**src/rtl/dtf_pkg.sv**
```systemverilog
package dtf_pkg;
   typedef enum logic [1:0] {
      TBL_GLOBAL = 2'd0,
      TBL_LOCAL  = 2'd1,
      TBL_INTR   = 2'd2,
      TBL_NONE   = 2'd3
   } tbl_e;

   typedef enum logic [1:0] {
      FLT_NONE  = 2'd0,
      FLT_LIMIT = 2'd1,
      FLT_NULL  = 2'd2
   } flt_e;

   localparam int unsigned NUM_TABLES  = 3;
   localparam int unsigned ENTRY_SHIFT = 3;
endpackage

```
**src/rtl/dtf_tblregs.sv**
```systemverilog
module dtf_tblregs #(
   parameter int unsigned ADDR_W = 32,
   parameter int unsigned LIM_W  = 16
) (
   input  logic              clk,
   input  logic              rst_n,
   input  logic              wr_en,
   input  logic [1:0]        wr_sel,
   input  logic [ADDR_W-1:0] wr_base,
   input  logic [LIM_W-1:0]  wr_limit,
   input  logic [1:0]        rd_sel,
   output logic [ADDR_W-1:0] rd_base,
   output logic [LIM_W-1:0]  rd_limit
);
   import dtf_pkg::*;

   logic [ADDR_W-1:0] base_q  [NUM_TABLES];
   logic [LIM_W-1:0]  limit_q [NUM_TABLES];

   for (genvar t = 0; t < NUM_TABLES; t++) begin : g_tbl
      always_ff @(posedge clk) begin
         if (!rst_n) begin
            base_q[t]  <= '0;
            limit_q[t] <= '0;
         end else if (wr_en && (wr_sel == 2'(t))) begin
            base_q[t]  <= wr_base;
            limit_q[t] <= wr_limit;
         end
      end
   end

   always_comb begin
      rd_base  = '0;
      rd_limit = '0;
      for (int t = 0; t < NUM_TABLES; t++) begin
         if (rd_sel == 2'(t)) begin
            rd_base  = base_q[t];
            rd_limit = limit_q[t];
         end
      end
   end


   ignore_sel3_chk: assert property (@(posedge clk) disable iff (!rst_n)
      (wr_en && wr_sel == 2'd3) |=>
         ($stable(base_q[0]) && $stable(base_q[1]) && $stable(base_q[2]) &&
          $stable(limit_q[0]) && $stable(limit_q[1]) && $stable(limit_q[2])));
endmodule

```
**src/rtl/dtf_entry_calc.sv**
```systemverilog
module dtf_entry_calc #(
   parameter int unsigned ADDR_W = 32,
   parameter int unsigned LIM_W  = 16,
   parameter int unsigned SEL_W  = 16,
   parameter int unsigned VEC_W  = 8
) (
   input  logic              kind,
   input  logic [SEL_W-1:0]  sel,
   input  logic [VEC_W-1:0]  vec,
   output logic [1:0]        tbl,
   input  logic [ADDR_W-1:0] base,
   input  logic [LIM_W-1:0]  limit,
   output logic [ADDR_W-1:0] entry_addr,
   output logic [1:0]        flt
);
   import dtf_pkg::*;

   localparam int unsigned IDX_W = SEL_W - ENTRY_SHIFT;
   localparam int unsigned MAXI  = (IDX_W > VEC_W) ? IDX_W : VEC_W;
   localparam int unsigned OFF_W = MAXI + ENTRY_SHIFT;
   localparam int unsigned CMP_W = (OFF_W > LIM_W) ? OFF_W : LIM_W;

   logic [IDX_W-1:0] idx;
   logic [OFF_W-1:0] off;
   logic [CMP_W-1:0] last_byte;
   logic             is_null;
   logic             over;
   logic             unused_low;

   assign idx        = sel[SEL_W-1:ENTRY_SHIFT];
   assign unused_low = ^sel[1:0];

   always_comb begin
      if (kind)        tbl = TBL_INTR;
      else if (sel[2]) tbl = TBL_LOCAL;
      else             tbl = TBL_GLOBAL;
   end

   always_comb begin
      if (kind) off = OFF_W'({vec, {ENTRY_SHIFT{1'b0}}});
      else      off = OFF_W'({idx, {ENTRY_SHIFT{1'b0}}});
   end

   generate
      if (OFF_W >= ADDR_W) begin : g_addr_trunc
         assign entry_addr = base + off[ADDR_W-1:0];
      end else begin : g_addr_ext
         assign entry_addr = base + ADDR_W'(off);
      end
   endgenerate

   assign last_byte = CMP_W'(off) | CMP_W'((1 << ENTRY_SHIFT) - 1);
   assign over      = last_byte > CMP_W'(limit);
   assign is_null   = !kind && !sel[2] && (idx == '0);

   always_comb begin
      if (is_null)   flt = FLT_NULL;
      else if (over) flt = FLT_LIMIT;
      else           flt = FLT_NONE;
   end
endmodule

```
**src/rtl/dtf_fetch_seq.sv**
```systemverilog
module dtf_fetch_seq #(
   parameter int unsigned ADDR_W = 32,
   parameter int unsigned WORD_W = 32
) (
   input  logic              clk,
   input  logic              rst_n,
   input  logic              start,
   input  logic [ADDR_W-1:0] start_addr,
   input  logic [1:0]        start_flt,
   output logic              busy,
   output logic              mem_req,
   output logic [ADDR_W-1:0] mem_addr,
   input  logic              mem_ack,
   input  logic [WORD_W-1:0] mem_rdata,
   output logic              done,
   output logic              fault,
   output logic [1:0]        fault_code,
   output logic [2*WORD_W-1:0] desc
);
   import dtf_pkg::*;

   localparam int unsigned STEP = WORD_W / 8;

   typedef enum logic [2:0] {S_IDLE, S_LO, S_HI, S_DONE, S_FLT} st_e;

   st_e               st_q;
   logic [ADDR_W-1:0] addr_q;
   logic [1:0]        flt_q;
   logic [WORD_W-1:0] lo_q;
   logic [2*WORD_W-1:0] desc_q;

   always_ff @(posedge clk) begin
      if (!rst_n) begin
         st_q   <= S_IDLE;
         addr_q <= '0;
         flt_q  <= FLT_NONE;
         lo_q   <= '0;
         desc_q <= '0;
      end else begin
         case (st_q)
            S_IDLE: if (start) begin
               addr_q <= start_addr;
               flt_q  <= start_flt;
               st_q   <= (start_flt == FLT_NONE) ? S_LO : S_FLT;
            end
            S_LO: if (mem_ack) begin
               lo_q <= mem_rdata;
               st_q <= S_HI;
            end
            S_HI: if (mem_ack) begin
               desc_q <= {mem_rdata, lo_q};
               st_q   <= S_DONE;
            end
            default: st_q <= S_IDLE;
         endcase
      end
   end

   assign busy       = (st_q != S_IDLE);
   assign mem_req    = (st_q == S_LO) || (st_q == S_HI);
   assign mem_addr   = (st_q == S_HI) ? addr_q + ADDR_W'(STEP) : addr_q;
   assign done       = (st_q == S_DONE);
   assign fault      = (st_q == S_FLT);
   assign fault_code = flt_q;
   assign desc       = desc_q;


   stall_hold_chk: assert property (@(posedge clk) disable iff (!rst_n)
      (mem_req && !mem_ack) |=> (mem_req && $stable(mem_addr)));


   done_after_ack_chk: assert property (@(posedge clk) disable iff (!rst_n)
      done |-> $past(mem_ack));


   fault_no_mem_chk: assert property (@(posedge clk) disable iff (!rst_n)
      fault |-> (!mem_req && $past(!busy)));
endmodule

```
**src/rtl/dtab_fetch.sv**
```systemverilog
module dtab_fetch #(
   parameter int unsigned ADDR_W = 32,
   parameter int unsigned LIM_W  = 16,
   parameter int unsigned SEL_W  = 16,
   parameter int unsigned VEC_W  = 8,
   parameter int unsigned WORD_W = 32
) (
   input  logic                clk,
   input  logic                rst_n,
   input  logic                cfg_we,
   input  logic [1:0]          cfg_sel,
   input  logic [ADDR_W-1:0]   cfg_base,
   input  logic [LIM_W-1:0]    cfg_limit,
   input  logic                req_valid,
   input  logic                req_kind,
   input  logic [SEL_W-1:0]    req_sel,
   input  logic [VEC_W-1:0]    req_vec,
   output logic                busy,
   output logic                mem_req,
   output logic [ADDR_W-1:0]   mem_addr,
   input  logic                mem_ack,
   input  logic [WORD_W-1:0]   mem_rdata,
   output logic                done,
   output logic                fault,
   output logic [1:0]          fault_code,
   output logic [2*WORD_W-1:0] desc
);
   initial begin
      params_chk: assert (SEL_W >= 4 && WORD_W % 8 == 0 && 2 * WORD_W / 8 == 8
                          && LIM_W <= ADDR_W && VEC_W >= 1)
         else $error("dtab_fetch: unsupported parameter set");
   end

   logic [1:0]        tbl;
   logic [ADDR_W-1:0] tbl_base;
   logic [LIM_W-1:0]  tbl_limit;
   logic [ADDR_W-1:0] entry_addr;
   logic [1:0]        flt;
   logic              accept;

   assign accept = req_valid && !busy;

   dtf_tblregs #(.ADDR_W(ADDR_W), .LIM_W(LIM_W)) u_regs (
      .clk      (clk),
      .rst_n    (rst_n),
      .wr_en    (cfg_we),
      .wr_sel   (cfg_sel),
      .wr_base  (cfg_base),
      .wr_limit (cfg_limit),
      .rd_sel   (tbl),
      .rd_base  (tbl_base),
      .rd_limit (tbl_limit)
   );

   dtf_entry_calc #(.ADDR_W(ADDR_W), .LIM_W(LIM_W), .SEL_W(SEL_W), .VEC_W(VEC_W)) u_calc (
      .kind       (req_kind),
      .sel        (req_sel),
      .vec        (req_vec),
      .tbl        (tbl),
      .base       (tbl_base),
      .limit      (tbl_limit),
      .entry_addr (entry_addr),
      .flt        (flt)
   );

   dtf_fetch_seq #(.ADDR_W(ADDR_W), .WORD_W(WORD_W)) u_seq (
      .clk        (clk),
      .rst_n      (rst_n),
      .start      (accept),
      .start_addr (entry_addr),
      .start_flt  (flt),
      .busy       (busy),
      .mem_req    (mem_req),
      .mem_addr   (mem_addr),
      .mem_ack    (mem_ack),
      .mem_rdata  (mem_rdata),
      .done       (done),
      .fault      (fault),
      .fault_code (fault_code),
      .desc       (desc)
   );


   busy_hold_chk: assert property (@(posedge clk) disable iff (!rst_n)
      (busy && !done && !fault) |=> busy);


   done_fault_excl_chk: assert property (@(posedge clk) disable iff (!rst_n)
      !(done && fault));


   no_restart_chk: assert property (@(posedge clk) disable iff (!rst_n)
      (req_valid && busy && !done && !fault) |=> (busy && !$rose(mem_req)));
endmodule

```
**config.mk**
```make
export PLATFORM = sky130hd
export DESIGN_NAME = dtab_fetch
export DESIGN_NICKNAME = d
export VERILOG_FILES = /design/src/rtl/dtf_pkg.sv /design/src/rtl/dtf_tblregs.sv /design/src/rtl/dtf_entry_calc.sv /design/src/rtl/dtf_fetch_seq.sv /design/src/rtl/dtab_fetch.sv
export SDC_FILE = /design/constraint.sdc
export NUM_CORES = 1
export LEC_CHECK = 0
export ABC_AREA = 0
export BUFFER_PORTS_ARGS = -buffer_cell sky130_fd_sc_hd__buf_2
export CORE_ASPECT_RATIO = 1.5
export CORE_MARGIN = 1.5
export CORE_UTILIZATION = 35
export CTS_CLUSTER_DIAMETER = 40
export DETAILED_ROUTE_END_ITERATION = 10
export SYNTH_ARGS = -nofsm -noshare
export SYNTH_HDL_FRONTEND = slang
export SYNTH_SLANG_ARGS = --single-unit
```
**constraint.sdc**
```tcl
create_clock -name clk -period 8.6 [get_ports clk]
set_input_delay 2.15 -clock clk [delete_from_list [all_inputs] [get_ports clk]]
set_output_delay 2.15 -clock clk [all_outputs]
set_load 0.02 [all_outputs]
```
Word-level counts from Yosys, hierarchy flattened
Memories as Yosys holds them, arrays and structs flattened.
Cells that the tools add are included.
- register bits after elaboration: 133
- bits in latches: 0
- bits in writable memories: 144
- bits in read-only memories: 0
- output and inout bits: 102
- word-level logic and storage cells: 80
- memories: 2
- memory list (memory ; words ; bits a word ; rd ports ; clocked after Yosys merged registers in ; wr ports ; RTL line ; text):
    u_regs.base_q ; 3 ; 32 ; 3 ; 0 ; 3 ; dtf_tblregs.sv:17 ; logic [ADDR_W-1:0] base_q [NUM_TABLES];
    u_regs.limit_q ; 3 ; 16 ; 3 ; 0 ; 3 ; dtf_tblregs.sv:18 ; logic [LIM_W-1:0] limit_q [NUM_TABLES];
- add/subtract/negate cells: 2
- $mul: 0
- divide/modulo/power cells: 0
- magnitude comparators: 1
- equal/unequal tests: 11
- shift operators: 0
- multiplexer cells: 33
- bitwise logic cells: 6
- reduce and logical (&&, ||, !) cells: 20
- operators with widths (operator ; count):
    32-bit 2-to-1 mux ; 7
    16-bit 2-to-1 mux ; 7
    32-bit by 16-bit adder with 32-bit output ; 1
    32-bit by 3-bit adder with 32-bit output, second input constant ; 1
    16-bit > comparator ; 1
    13-bit zero test ; 1
    1-bit 2-to-1 mux ; 12
    3-bit 2-to-1 mux ; 4
    3-bit case mux with 3 select lines ; 1
    3-bit by 2-bit == test with 1-bit output, second input constant ; 2
    1-bit logical AND ; 6
    2-bit zero test ; 3
    2-bit != test, second input constant ; 3
    1-bit OR ; 6
    2-bit AND reduction ; 3
    2-bit by 1-bit == test with 1-bit output, second input constant ; 2
    2-bit == test, second input constant ; 2
    2-bit 2-to-1 mux ; 2
    3-bit by 1-bit == test with 1-bit output, second input constant ; 1
    3-bit == test, second input constant ; 1
    1-bit zero test ; 3
    3-bit zero test ; 1
    3-bit AND reduction ; 1
    3-bit nonzero test ; 1
    1-bit logical OR ; 1

Logic depth before layout (Yosys ltp)
Gate-level depths: netlist of the first run.
- depth after elaboration: 13
- depth in mapped cells: 17
- mapped depth without buffers: 10

Hierarchy
From an unflattened synthesis of the first run, not the netlist that was laid out.
- cells, all modules: 1343
- area, all modules: 13797.0 sq um
- modules (own cells, without submodules) (module ; times used ; cells an instance ; area each (sq um) ; sequential area each (sq um)):
    dtf_tblregs ; 1 ; 425 ; 6530.0 ; 4324.1
    dtf_fetch_seq ; 1 ; 679 ; 5561.6 ; 2662.6
    dtf_entry_calc ; 1 ; 238 ; 1691.6 ; 0.0
    dtab_fetch ; 1 ; 1 ; 13.8 ; 0.0

Least setup slack after synthesis of the first run
OpenSTA, ideal clock, no wires.
- path type: input to register
- start point: in cfg_sel[0]
- end point: mem u_regs.base_q[0][0], enable pin
- library setup time: 0.520 ns
- arrival: 5.692 ns
- slack: 2.388 ns
- cell stages on the path: 2
- path buffers: 0
- cell sequence: nand2b_1 > o21ai_0
- RTL lines (what ; RTL line ; text):
    start, declared ; dtab_fetch.sv:11 ; input logic [1:0] cfg_sel,
    end, declared ; dtf_tblregs.sv:17 ;

Final worst setup path of the first run
- start point: reg u_seq.st_q[1]
- end point: out mem_addr[31]
- word-level cells in the longest chain between the ends: 2
- RTL lines (what ; RTL line ; text):
    start, declared ; dtf_fetch_seq.sv:26 ; st_e st_q;
    start signal, assigned ; dtf_fetch_seq.sv:44 ; st_q <= (start_flt == FLT_NONE) ? S_LO : S_FLT;
    3-bit by 2-bit == test with 1-bit output ; dtf_fetch_seq.sv:61 ; assign mem_addr = (st_q == S_HI) ? addr_q + ADDR_W'(STEP) : addr_q;
    32-bit 2-to-1 mux ; dtf_fetch_seq.sv:61 ;
    end, declared ; dtab_fetch.sv:20 ; output logic [ADDR_W-1:0] mem_addr,
Every way passes these cells.

==> impl_metrics.toml, run 1 <==
[clock_network]
path_clk_slew_ns = 0.06
cts_inserted_buffers = 37
clock-sinks = 277
htree_num_levels = 2
postCtsSetupBuffers = 0
cts_max_path_buffers = 3
cts_hold_buf = 0
clock_tree_from_tritoncts = "done"
cts_root_buf = "sky130_fd_sc_hd__clkbuf_16"
worstSkewPairLatency_ns = 0.53
post_cts.resized_instances = 0

[synth]
post_synth_fa_ha_maj_area_fraction = 0.0273
yosysSeqAreaShare = 0.533
ys_ff_latch = 277
async_flop_share = 0
synth-edff-count = 144
synth_top_family_by_area = "simple AND/OR/NAND/NOR gates"
synth-compound-area-share = 0.136
synth_ff_type = "sky130_fd_sc_hd__edfxtp_1"
yosys_warnings = 0
yosys-mux-area-fraction = 0.0453
synthesis.instances = 1306
syn_avg_cell_area_sq_um = 10.0
synth-simple-area-share = 0.208
yosysUniqueCellTypes = 57
synth-xor-area-share = 0.0240
netlist_area_before_placement_sq_mm = 0.0131
syn-num-nets = 1446

[floorplanning]
io_pins = 214
die_height_um = 240
dieArea_sq_mm = 0.0387
core.rowCount = 86
die_w_um = 161
start_util = 0.356
fp.coreArea_sq_mm = 0.0368

[sta]
final_period_minus_worst_setup_slack_ns = 5.47
slew_viol_final = 0
max_freq_mhz = 183
setup_viol_count_final = 0
worst_clock_skew_ns = 0.0246
final.hold.worst_slack_ns = 0.462
max_slew_margin = 0.242
hold_viol_final = 0
fin_tns_setup_ns = 0
tightestPinTransition_ns = 1.13
grt_setup_unrepaired = "false"
finalCritPeriodShare = 0.636

[critical_path]
required_ns = 6.45
worstPathMaxFanout = 9
r2r.worst_path.cells = 10
r2r-start = "u_regs.base_q[1][3]$_SDFFCE_PN0P_"
timing_worst_setup_path_type = "flip-flop to output port"
start_kind = "flip-flop"
reg2reg_slack_ns = 5.52
worstReg2RegEnd = "u_seq.addr_q[21]$_SDFFE_PN0P_"
worstSetupEndpointType = "output port"
cp_data_arrival_time_ns = 3.32

[placed_design]
global_placement_routability_congestion = 0.815
dp_hpwl_mm = 22.7
io_buffer_count = 211
numPlacedInstances = 1932

[min_path]
hold_path_depth = 2
hold_start = "u_seq.desc[61]$_SDFFE_PN0P_"
hp-class = "flip-flop to flip-flop"
worst_hold_path.endpoint = "u_seq.desc[61]$_SDFFE_PN0P_"

[grt]
grtUsageMet1 = 0.199
grt_use_met2 = 0.307
pin_count_of_the_biggest_net_entering_global_routing = 120
antenna_found_initial = 6
via_count_of_the_first_global_routing_pass = 9735
gr-usage-met3 = 0.0398
global_route.overflow_total = 0
global_route.peak_usage_layer = "met2"
grtUsageTotal = 0.173
global_route_wire_length_before_repair_mm = 52.4

[drt]
route.detailed.wl_per_inst_um = 16.7
vias_per_std_cell = 4.93
vias = 9855
first_pass_iters = 5
wirelength_mm = 33.5
route.detailed.drc = 0
ant_nets = 0
initialDrtViolationCount = 414

[run]
drv.max_cap_violation_count = 0

[final_layout]
areaGrowthSynthToFinish_pct = 21.4
non_filler_cells_final = 2000
area_occupied_by_multi_input_gates_sq_mm = 0.00582
flip_flop_and_latch_area_sq_mm = 0.00699
drive_gt1_frac = 0.204
filler_cell_count_in_the_final_layout = 3600
finalNetCount = 1627

[power]
cellInternalPower_mw = 2.68
share_comb_of_total_power = 0.124
swShare = 0.258
vdd_ir_drop_max_uv = 162
power_per_cell_area_mw_per_mm2 = 227
leakage_nw = 6.29
total_switching_power_mw = 0.931
clkPwrFrac = 0.454
seq_power_share = 0.422

[status]
run_status = "complete, no violations"
==> area by class of cell <==
cell class / count / area share
Tap cell: 484 / 0.0380
Multi-Input combinational cell: 941 / 0.366
Clock buffer: 45 / 0.0640
Sequential cell: 277 / 0.439
Clock inverter: 22 / 0.0193
Timing Repair Buffer: 223 / 0.0723
Inverter: 7 / 0.00165
Antenna cell: 1 / 0.000157
==> worst max-delay path, cell delays in order, from the launching register on <==
cell and delay, ns:
sky130_fd_sc_hd__dfxtp_1 0.45, sky130_fd_sc_hd__nor3b_2 0.56, sky130_fd_sc_hd__nand4_1 0.25, sky130_fd_sc_hd__nor3_1 0.84, sky130_fd_sc_hd__nand4_1 0.22, sky130_fd_sc_hd__xnor2_1 0.26
sky130_fd_sc_hd__buf_2 0.21
==> cell families after synthesis <==
| kind of cell | Yosys count |
|---|---|
| AOI/OAI and AO/OA | 266 |
| xor gates and xnor gates | 36 |
| adders and majority gates | 28 |
| buffers and inverters | 88 |
| DFF | 277 |
| muxes | 58 |
| and+or+nand+nor | 553 |
==> cell usage in the layout (no fill, tap or decap), types with 4 or more instances in the layout <==
cell | Yosys | routed
sky130_fd_sc_hd__a211o_1 | 4 | 4
sky130_fd_sc_hd__a211oi_1 | 7 | 7
sky130_fd_sc_hd__a21boi_0 | 107 | 107
sky130_fd_sc_hd__a21o_1 | 11 | 11
sky130_fd_sc_hd__a21oi_1 | 32 | 32
sky130_fd_sc_hd__a31oi_1 | 8 | 8
sky130_fd_sc_hd__and2_1 | 153 | 152
sky130_fd_sc_hd__and4_1 | 7 | 7
sky130_fd_sc_hd__buf_2 | 6 | 209
sky130_fd_sc_hd__buf_4 | 2 | 14
sky130_fd_sc_hd__bufinv_16 | 0 | 6
sky130_fd_sc_hd__clkbuf_1 | 67 | 4
sky130_fd_sc_hd__clkbuf_16 | 0 | 39
sky130_fd_sc_hd__dfxtp_1 | 133 | 133
sky130_fd_sc_hd__edfxtp_1 | 144 | 144
sky130_fd_sc_hd__ha_1 | 27 | 27
sky130_fd_sc_hd__inv_1 | 7 | 7
sky130_fd_sc_hd__inv_6 | 0 | 4
sky130_fd_sc_hd__mux2_2 | 11 | 11
sky130_fd_sc_hd__mux2i_1 | 47 | 47
sky130_fd_sc_hd__nand2_1 | 265 | 263
sky130_fd_sc_hd__nand2b_1 | 6 | 6
sky130_fd_sc_hd__nand3_1 | 25 | 25
sky130_fd_sc_hd__nand4_1 | 19 | 19
sky130_fd_sc_hd__nor2_1 | 32 | 30
sky130_fd_sc_hd__nor2b_1 | 10 | 10
sky130_fd_sc_hd__nor3_1 | 11 | 10
sky130_fd_sc_hd__nor4_1 | 4 | 4
sky130_fd_sc_hd__o211ai_1 | 5 | 5
sky130_fd_sc_hd__o21a_1 | 10 | 10
sky130_fd_sc_hd__o21ai_0 | 62 | 60
sky130_fd_sc_hd__or3_1 | 4 | 4
sky130_fd_sc_hd__xnor2_1 | 30 | 30
sky130_fd_sc_hd__xor2_1 | 6 | 6
==> routing by layer <==
metal | vias up | share of wire
li1 | 4922 | -
met1 | 4602 | 0.42
met2 | 258 | 0.49
met3 | 71 | 0.058
met4 | 2 | 0.035
met5 | - | 0.00030
==> power groups by stage <==
stage | logic [mW] | clock network, mW | registers (mW)
finish | 0.447 | 1.64 | 1.52
global route | 0.496 | 1.72 | 1.53
CTS | 0.454 | 1.68 | 1.52
detailed placement | 0.451 | 0 | 1.55
global placement | 0.446 | 0 | 1.55
floorplan | 0.291 | 0 | 1.55
==> flip-flops by register name, summed over array words and instances (netlist names) <==
name	flops
u_seq.desc	64
u_seq.fault_code	2
u_regs.base_q	96
u_seq.addr_q	32
u_seq.lo_q	32
u_seq.st_q	3
u_regs.limit_q	48
==> worst max-delay path by stage <==
stage,from,to,slack [ns],cells after the start
floorplan,cfg_sel[0],u_regs.base_q[0][0]$_SDFFCE_PN0P_,2.39,2
global placement,req_kind,u_seq.addr_q[21]$_SDFFE_PN0P_,2.98,11
detailed placement,req_kind,u_seq.addr_q[21]$_SDFFE_PN0P_,2.91,11
CTS,u_seq.st_q[1]$_SDFFE_PN0P_,mem_addr[31],3.05,6
global route,u_seq.st_q[1]$_SDFFE_PN0P_,mem_addr[29],2.89,6
finish,u_seq.st_q[1]$_SDFFE_PN0P_,mem_addr[31],3.13,6
==> synthesized netlist by cell type (11+ instances only) <==
cell type / n / area (sq um)
sky130_fd_sc_hd__a21oi_1: 32 / 160
sky130_fd_sc_hd__nor2_1: 32 / 120
sky130_fd_sc_hd__o21ai_0: 62 / 310
sky130_fd_sc_hd__mux2i_1: 47 / 470
sky130_fd_sc_hd__nor3_1: 11 / 55.1
sky130_fd_sc_hd__ha_1: 27 / 338
sky130_fd_sc_hd__xnor2_1: 30 / 263
sky130_fd_sc_hd__a21o_1: 11 / 82.6
sky130_fd_sc_hd__a21boi_0: 107 / 803
sky130_fd_sc_hd__nand4_1: 19 / 119
sky130_fd_sc_hd__mux2_2: 11 / 124
sky130_fd_sc_hd__and2_1: 153 / 957
sky130_fd_sc_hd__clkbuf_1: 67 / 251
sky130_fd_sc_hd__nand2_1: 265 / 995
sky130_fd_sc_hd__nand3_1: 25 / 125
sky130_fd_sc_hd__edfxtp_1: 144 / 4320
sky130_fd_sc_hd__dfxtp_1: 133 / 2660
==> per-stage QoR <==
stage                     instance area [sq um]  power [mW]  worst slack, ns   util
final                                     15900        3.61             3.13  0.433
after global routing                      15900        3.75             2.89  0.433
after CTS                                 15900        3.66             3.05  0.433
after detailed placement                  14600        2.00             2.91  0.397
after global placement                    14600        1.99             2.98  0.397
after floorplan                           13100        1.84             2.39      -
Note: power is estimated with default switching activity, not from simulation.
==> inputs of run 2 (changes only) <==
==> constraint.sdc (replaced) <==
create_clock -name clk -period 4.8 [get_ports clk]
set_input_delay 1.2 -clock clk [delete_from_list [all_inputs] [get_ports clk]]
set_output_delay 1.2 -clock clk [all_outputs]
set_load 0.02 [all_outputs]
==> run 2 against run 1 <==
Sequential share of layout area hardly changed; clock-buffer cell count is 2 higher; via count is 0.16% higher; sequential power is 80% higher; core utilization hardly changed; first-iteration DRC count is 0.97% higher; global-route usage is 0.34 points lower; critical path depth is 1 higher; routed wire length is 2.0% lower; clock power is 71% higher; worst hold slack hardly changed.
==> impl_metrics.toml, run 2 (synthesis results as in run 1) <==
[grt]
antenna_found_initial = 4
grtUsageTotal = 0.170
global_route_wire_length_before_repair_mm = 51.5
pin_count_of_the_biggest_net_entering_global_routing = 97
global_route.overflow_total = 0
via_count_of_the_first_global_routing_pass = 9695

[final_layout]
layout.cells.most_common = "sky130_fd_sc_hd__nand2_1"
drive_gt1_frac = 0.207
commonest_non_fill_non_tap_cells_in_the_layout = "263 x sky130_fd_sc_hd__nand2_1, 209 x sky130_fd_sc_hd__buf_2, 152 x sky130_fd_sc_hd__and2_1"
areaGrowthSynthToFinish_pct = 21.5
largest-register = "u_regs.base_q"
largest_register_ffs = 96
finalNetCount = 1636

[drt]
vias_per_std_cell = 4.91
initialDrtViolationCount = 418
first_pass_iters = 5
vias = 9871
route.detailed.wl_per_inst_um = 16.3
route.detailed.drc = 0
wirelength_mm = 32.8
ant_nets = 0

[critical_path]
crit_path_top_delay_cell = "sky130_fd_sc_hd__nor3b_2"
crit_path_frequent_cell = "sky130_fd_sc_hd__nor2_1"
worstSetupEndpointType = "output port"
worst_setup_sp = "u_seq.st_q[1]$_SDFFE_PN0P_"
cp_data_arrival_time_ns = 2.85
required_ns = 3.60
worstPathMaxFanout = 9
worst_path_dominant_cell_family = "simple AND/OR/NAND/NOR gates"
timing.critical_path.slowest_cell_delay_ns = 0.56
worst-path-buf-inv = 1
timing_worst_setup_path_type = "flip-flop to output port"
r2r-start = "u_regs.base_q[1][3]$_SDFFCE_PN0P_"
path_cells = "nor3b_2, nand4_1, nor2_1, nand2_1, nor2_1, xor2_1, buf_2"
start_kind = "flip-flop"

[clock_network]
clock_tree_from_tritoncts = "done"
worstSkewPairLatency_ns = 0.53
cts_hold_buf = 0
postCtsSetupBuffers = 0
cts_root_buf = "sky130_fd_sc_hd__clkbuf_16"
clock-sinks = 277
htree_num_levels = 2
cts_max_path_buffers = 3
path_clk_slew_ns = 0.06
cts_inserted_buffers = 37
post_cts.resized_instances = 0

[min_path]
hp-class = "flip-flop to flip-flop"
hold_start = "u_seq.desc[16]$_SDFFE_PN0P_"

[sta]
hold_viol_final = 0
grt_setup_unrepaired = "false"
final_period_minus_worst_setup_slack_ns = 4.05
slew_viol_final = 0
fin_tns_setup_ns = 0
worst_clock_skew_ns = 0.0191
max_freq_mhz = 247
finalCritPeriodShare = 0.844
timing.final.ws_setup_ns = 0.750
tightestPinTransition_ns = 1.21
max_slew_margin = 0.193
setup_viol_count_final = 0

[placed_design]
dp_hpwl_mm = 22.9
global_placement_routability_congestion = 0.792
post-place-ws_ns = 0.428
io_buffer_count = 211

[floorplanning]
core.rowCount = 86
fp.coreArea_sq_mm = 0.0368
die_w_um = 161
io_pins = 214
dieArea_sq_mm = 0.0387
start_util = 0.356
die_height_um = 240

[power]
vdd_ir_drop_max_uv = 267
power_per_cell_area_mw_per_mm2 = 398
leakage_nw = 6.30

[status]
run_status = "complete, no violations"

[run]
drv.max_cap_violation_count = 0
## run 2: path summary, 6_finish.rpt
path | endpoint | slack [ns] | depth (start not counted)
setup reg to reg | u_seq.addr_q[21]$_SDFFE_PN0P_ | 1.83 | 10
hold / removal | u_seq.desc[16]$_SDFFE_PN0P_ | 0.46 | 2
hold reg to reg | u_seq.desc[16]$_SDFFE_PN0P_ | 0.46 | 2
setup / recovery | mem_addr[13] | 0.75 | 7
## run 2: power breakdown
group,switching (mW),internal (mW)
Combinational,0.503,0.303
Clock,1.06,1.75
Sequential,0.0826,2.65
Total,1.65,4.70
## run 2: per-layer routing
layer	track usage	part of all wire	up-vias
met5	0	0.00040	-
met3	0.0347	0.053	59
met1	0.191	0.41	4610
met4	0.0589	0.028	2
li1	-	-	4950
met2	0.316	0.51	250
## run 2: final cells by class
type | instances | area [sq um]
fillers | 3581 | 20900
well taps | 484 | 606
repair buffers | 232 | 1220
clock inverters | 20 | 240
inverters | 7 | 26.3
diodes | 2 | 5.00
clock buffers | 47 | 1030
flip-flops and latches | 277 | 6990
multi-input cells | 941 | 5830
## run 2: worst register-to-register path, stage by stage, from the launching register on
cell                       delay, ns
sky130_fd_sc_hd__edfxtp_1       0.32
sky130_fd_sc_hd__mux2i_1        0.06
sky130_fd_sc_hd__o21ai_0        0.18
sky130_fd_sc_hd__ha_1           0.24
sky130_fd_sc_hd__fa_1           0.23
sky130_fd_sc_hd__a21oi_1        0.09
sky130_fd_sc_hd__nand4b_1       0.26
sky130_fd_sc_hd__a211oi_1       0.53
sky130_fd_sc_hd__o21ai_1        0.35
sky130_fd_sc_hd__or4_1          0.48
sky130_fd_sc_hd__a31oi_1        0.16
## run 2: per-stage QoR
| step | cells | total power [mW] | cell area, sq um | util | hold slack [ns] |
|---|---|---|---|---|---|
| final | 2010 | 6.35 | 15900 | 0.433 | 0.461 |
| after CTS | 2008 | 6.43 | 15900 | 0.433 | 0.465 |
| after global routing | 2008 | 6.61 | 15900 | 0.433 | 0.477 |
| after floorplan | 1306 | 3.30 | 13100 | - | 0.441 |
| after global placement | 1941 | 3.58 | 14700 | 0.399 | 0.448 |
| after detailed placement | 1941 | 3.60 | 14700 | 0.399 | 0.457 |
